[src/rtl/itwd_pkg.sv]
package itwd_pkg;
  localparam int SEL_W   = 2;
  localparam int NUM_SEL = 1 << SEL_W;
  localparam int WR_W    = 4;
  localparam int BIT_WD  = 2;
  localparam int BIT_CLR = 3;

  typedef struct packed {
    logic             clr;
    logic [SEL_W-1:0] sel;
  } ctrlStrobe_t;
endpackage

[src/rtl/itwd_control.sv]
module itwd_control
  import itwd_pkg::*;
(
  input  logic            clk,
  input  logic            rstN,
  input  logic            wrEn,
  input  logic [WR_W-1:0] wrData,
  input  logic            ovf,
  output ctrlStrobe_t     ctrl,
  output logic            wdMode,
  output logic            irqReq,
  output logic            wdtRst
);
  logic [SEL_W-1:0] activeSel;
  logic [SEL_W-1:0] pendSel;
  logic             clrNow;

  assign clrNow   = wrEn && wrData[BIT_CLR];
  assign ctrl.clr = clrNow;
  assign ctrl.sel = activeSel;

  always_ff @(posedge clk) begin
    if (!rstN) begin
      activeSel <= '0;
      pendSel   <= '0;
      wdMode    <= 1'b0;
    end else begin
      if (clrNow) begin
        activeSel <= pendSel;
      end else if (wrEn) begin
        pendSel <= wrData[SEL_W-1:0];
      end
      if (wrEn && wrData[BIT_WD]) begin
        wdMode <= 1'b1;
      end
    end
  end

  always_ff @(posedge clk) begin
    if (!rstN) begin
      irqReq <= 1'b0;
      wdtRst <= 1'b0;
    end else begin
      irqReq <= ovf && !clrNow && !wdMode;
      wdtRst <= ovf && !clrNow && wdMode;
    end
  end
endmodule

[src/rtl/itwd_datapath.sv]
module itwd_datapath
  import itwd_pkg::*;
#(
  parameter int TAP_LOG [NUM_SEL] = '{5, 7, 9, 12},
  parameter int CNT_W = 8
) (
  input  logic             clk,
  input  logic             rstN,
  input  ctrlStrobe_t      ctrl,
  output logic             ovf,
  output logic [CNT_W-1:0] cntVal
);
  function automatic int maxTap();
    int m = 0;
    for (int i = 0; i < NUM_SEL; i++) if (TAP_LOG[i] > m) m = TAP_LOG[i];
    return m;
  endfunction

  localparam int PRE_W = maxTap() + 1;

  logic [PRE_W-1:0] pre;
  logic [PRE_W-1:0] maskArr [NUM_SEL];
  logic [PRE_W-1:0] selMask;
  logic             tick;

  for (genvar g = 0; g < NUM_SEL; g++) begin : g_mask
    assign maskArr[g] = PRE_W'((64'(1) << TAP_LOG[g]) - 64'(1));
  end

  assign selMask = maskArr[ctrl.sel];
  assign tick    = (pre & selMask) == selMask;
  assign ovf     = tick && (cntVal == {CNT_W{1'b1}});

  always_ff @(posedge clk) begin
    if (!rstN || ctrl.clr) begin
      pre    <= '0;
      cntVal <= '0;
    end else begin
      pre <= pre + PRE_W'(1);
      if (tick) cntVal <= cntVal + CNT_W'(1);
    end
  end
endmodule

[src/rtl/itwd_timer.sv]
module itwd_timer
  import itwd_pkg::*;
#(
  parameter int TAP_LOG [NUM_SEL] = '{5, 7, 9, 12},
  parameter int CNT_W = 8
) (
  input  logic            clk,
  input  logic            rstN,
  input  logic            wrEn,
  input  logic [WR_W-1:0] wrData,
  output logic            irqReq,
  output logic            wdtRst
);
  ctrlStrobe_t      ctrl;
  logic             ovf;
  logic             wdModeW;
  logic [CNT_W-1:0] cntW;

  itwd_control u_ctrl (
    .clk(clk), .rstN(rstN), .wrEn(wrEn), .wrData(wrData), .ovf(ovf),
    .ctrl(ctrl), .wdMode(wdModeW), .irqReq(irqReq), .wdtRst(wdtRst)
  );

  itwd_datapath #(.TAP_LOG(TAP_LOG), .CNT_W(CNT_W)) u_dp (
    .clk(clk), .rstN(rstN), .ctrl(ctrl), .ovf(ovf), .cntVal(cntW)
  );
endmodule

[config.mk]
export PLATFORM = sky130hd
export DESIGN_NAME = itwd_timer
export DESIGN_NICKNAME = d
export VERILOG_FILES = /design/src/rtl/itwd_pkg.sv /design/src/rtl/itwd_control.sv /design/src/rtl/itwd_datapath.sv /design/src/rtl/itwd_timer.sv
export SDC_FILE = /design/constraint.sdc
export NUM_CORES = 1
export LEC_CHECK = 0
export BUFFER_PORTS_ARGS = -buffer_cell sky130_fd_sc_hd__clkbuf_2
export CORE_ASPECT_RATIO = 0.5
export CORE_MARGIN = 2
export CORE_UTILIZATION = 45
export DETAILED_ROUTE_END_ITERATION = 10
export GPL_ROUTABILITY_DRIVEN = 0
export MAX_ROUTING_LAYER = met4
export PLACE_DENSITY = 0.73
export SYNTH_ARGS = -nofsm -noshare
export SYNTH_HDL_FRONTEND = slang
export SYNTH_SLANG_ARGS = --single-unit
export TNS_END_PERCENT = 20
[constraint.sdc]
create_clock -name clk -period 2 [get_ports clk]
set_input_delay 0.1 -clock clk [delete_from_list [all_inputs] [get_ports clk]]
set_output_delay 0.1 -clock clk [all_outputs]
set_load 0.02 [all_outputs]
==> results_dict.tcl <==
set metrics [dict create \
    hold_ws_ns 0.08563 \
    crit_buf_inv 0 \
    grt_overflow 0 \
    comb_power_share_pct 4.2 \
    placedCellCount 173 \
    critPathTopFamily "simple AND/OR/NAND/NOR gates" \
    rsz0062_at_grt "no" \
    syn-cell-area_um2 1172 \
    die_w_um 76.19 \
    power_density_nw_per_um2 689.9 \
    max_slew_margin_pct 54.49 \
    vias 902 \
    p_seq_share_pct 61.7 \
    fillers 248 \
    leakagePower_nw 0.4551 \
    worst_slack_ns 0.1175 \
    cts_sinks 27 \
    initial_core_util_pct 46.20 \
    synth_fp_nets 139 \
    synthCells 130 \
    drc 0 \
    routed_wl_mm 1.980 \
    ant_nets 0 \
    end_kind "register" \
    max-cap-violations 0 \
    crit_path_max_fanout 9 \
    total_power_mw 0.8934 \
    hold_buffers 0 \
    status "completed" \
    portBuffers 8 \
    clockRootBuffer "clkbuf_8" \
    pre_cts_ws_ns 0.1414 \
    die_h_um 40.09 \
    critPathMaxStageDelay_ns 0.53 \
    fmax_ghz 0.5312 \
    insertion_delay_ns 0.27 \
    ir_drop_v 0.0002194 \
    cts_resized 0 \
    drt-wirelength-per-cell_um 11.19 \
    setup_viol 0 \
    grt_pass1_wl_mm 3.249 \
    finalHoldViolations 0 \
    io_pins 9 \
    worst_slew_pin_slew_ns 0.6811 \
    grtUsageTotal_pct 14.81 \
    placementRows 13 \
    cts_tree "yes" \
    cp_cell_sequence "ha_1 > nand4_1 > a221o_1 > or4_1 > a21oi_1" \
    yosysSeqAreaShare_pct 46.10 \
    seq_area_um2 540.5 \
    gr-usage-met2_pct 21.65 \
    min_path_type "in2reg" \
    synth-seq-cells 27 \
    p_int_mw 0.7031 \
    nets 150 \
    syn_area_per_cell_um2 9.018 \
    met3_usage_pct 4.730 \
    slew_viol_final 0 \
    fin_crit_sh_pct 94.13 \
    skew_ns 0.001534 \
    synth.distinct_cells 35 \
    multi_input_area_um2 619.3 \
    period_minus_slack_ns 1.883 \
    critPathKind "reg2reg" \
    cts_buffers 3 \
    clk_pin_slew_ns 0.09 \
    final_layout_size_suffix_gt1_share_pct 11.43 \
    cts-htree-levels 1 \
    worstPathRequired_ns 2.20 \
    grt_pass1_vias 690 \
    critPathSlowestCell "or4_1" \
    grtUsageMet1_pct 19.15 \
    antenna_cells 0 \
    cp_data_arrival_time_ns 2.09 \
    hpwl_mm 1.418 \
    drtIter0Drc 37 \
    power_frac_clock_pct 34.0 \
    top_usage_layer "met2" \
    fp.coreArea_um2 2537 \
    yosys_warnings 0 \
    cp-start-kind "register" \
    first_pass_iters 4 \
    r2r_slack_ns 0.12 \
    p_switching_mw 0.1903 \
    syn2layout_area_growth_pct 10.46 \
    setup_tns_ns 0 \
    grt_start_max_net_pins 18 \
    die-area_um2 3054 \
    final_cells 177 \
    swShare_pct 21.30 \
    via_per_inst 5.096 \
    clockBufferDepth 2 \
    cts_setup_buffers 0 \
    antenna_found_initial 0 \
]
==> layer usage <==
metal	wire length (µm)	up-vias	part of all wire, %
met4	20	0	1.0
li1	-	487	-
met5	0	-	0
met1	1077	405	54
met2	836	8	42
met3	46	2	2.3
==> sequential cells by signal (all words and copies together) (netlist names) <==
register	cells
u_dp.pre	12
u_dp.cntVal	8
u_ctrl.activeSel	2
u_ctrl.pendSel	2
u_ctrl.irqReq	1
u_ctrl.wdMode	1
u_ctrl.wdtRst	1
==> placed cells by master (no fill, tap or decap), types with 2 or more instances in the layout <==
cell and instances:
dfxtp_1 27, nand3_1 13, nor2_1 13, nand2_1 12
clkbuf_2 8, a21oi_1 6, mux2i_1 5, xor2_1 5
nand4_1 4, nor2b_1 4, xnor2_1 4, nor3_1 3
nand2b_1 3, clkbuf_8 3, and3_1 2, a21boi_0 2
o21ai_0 2, nor4_1 2, and2_1 2, o31ai_1 2
or4_1 2, ha_1 2
==> synth_stat cells (all sizes together) <==
cell type	number	area, µm²
a221oi	1	8.760
xnor2	4	35.03
o21ai	2	10.01
a31oi	1	6.260
mux2i	5	50.05
nor2	13	48.80
nand4b	1	8.760
buf	1	3.750
a21oi	6	30.03
nand4	4	25.02
xor2	5	43.79
o31ai	2	15.01
dfxtp	27	540.5
a21boi	3	22.52
nor2b	4	25.02
a41o	1	10.01
clkbuf	1	5.000
and2	2	12.51
nand3	13	65.06
or3	1	7.510
a221o	1	10.01
and3	3	20.02
ha	2	25.02
and4	2	18.77
nor4	2	12.51
a31o	1	8.760
nor3	3	15.01
inv	1	3.750
nand2b	3	18.77
nand2	13	51.30
or4	2	15.01
==> path summary, 6_finish.rpt <==
path / start / end / depth (start not counted)
worst max-delay path: u_dp.pre[0] / u_dp.cntVal[3] / 5
worst min register to register: u_dp.cntVal[5] / u_dp.cntVal[5] / 2
worst min-delay path: wrData[2] / u_ctrl.wdMode / 3
worst max register to register: u_dp.pre[0] / u_dp.cntVal[3] / 5
==> final cells by class <==
class	count	share of cell area, %
clock buffers	4	3.478
inverters	1	0.2899
multi-input cells	100	47.83
flip-flops and latches	27	41.74
well taps	37	3.575
repair buffers	8	3.092
==> tightest hold or removal path, stage by stage <==
cell,delay (ns)
clkbuf_2,0.08
a21oi_1,0.06
nor2b_1,0.09
==> power groups by stage <==
stage	combinational [mW]	clock, mW	sequential (mW)
detailed placement	0.0382	0	0.564
global route	0.0438	0.343	0.552
floorplan	0.0247	0	0.562
CTS	0.0384	0.322	0.551
finish	0.0379	0.304	0.551
global placement	0.0380	0	0.563
==> stage by stage <==
| stage | utilization, % | area, µm² |
|---|---|---|
| detailed placement | 49.26 | 1250 |
| global placement | 49.26 | 1250 |
| global route | 51.04 | 1295 |
| floorplan | - | 1172 |
| finish | 51.04 | 1295 |
| CTS | 51.04 | 1295 |
==> cell families after synthesis <==
group	share of synthesized area (%)
buf+inv	1.066
compound gates	10.35
fa+ha+maj	2.134
xor+xnor	6.723
simple gates	29.35
flops	46.10
mux	4.269
(Power assumes the default switching activity.)
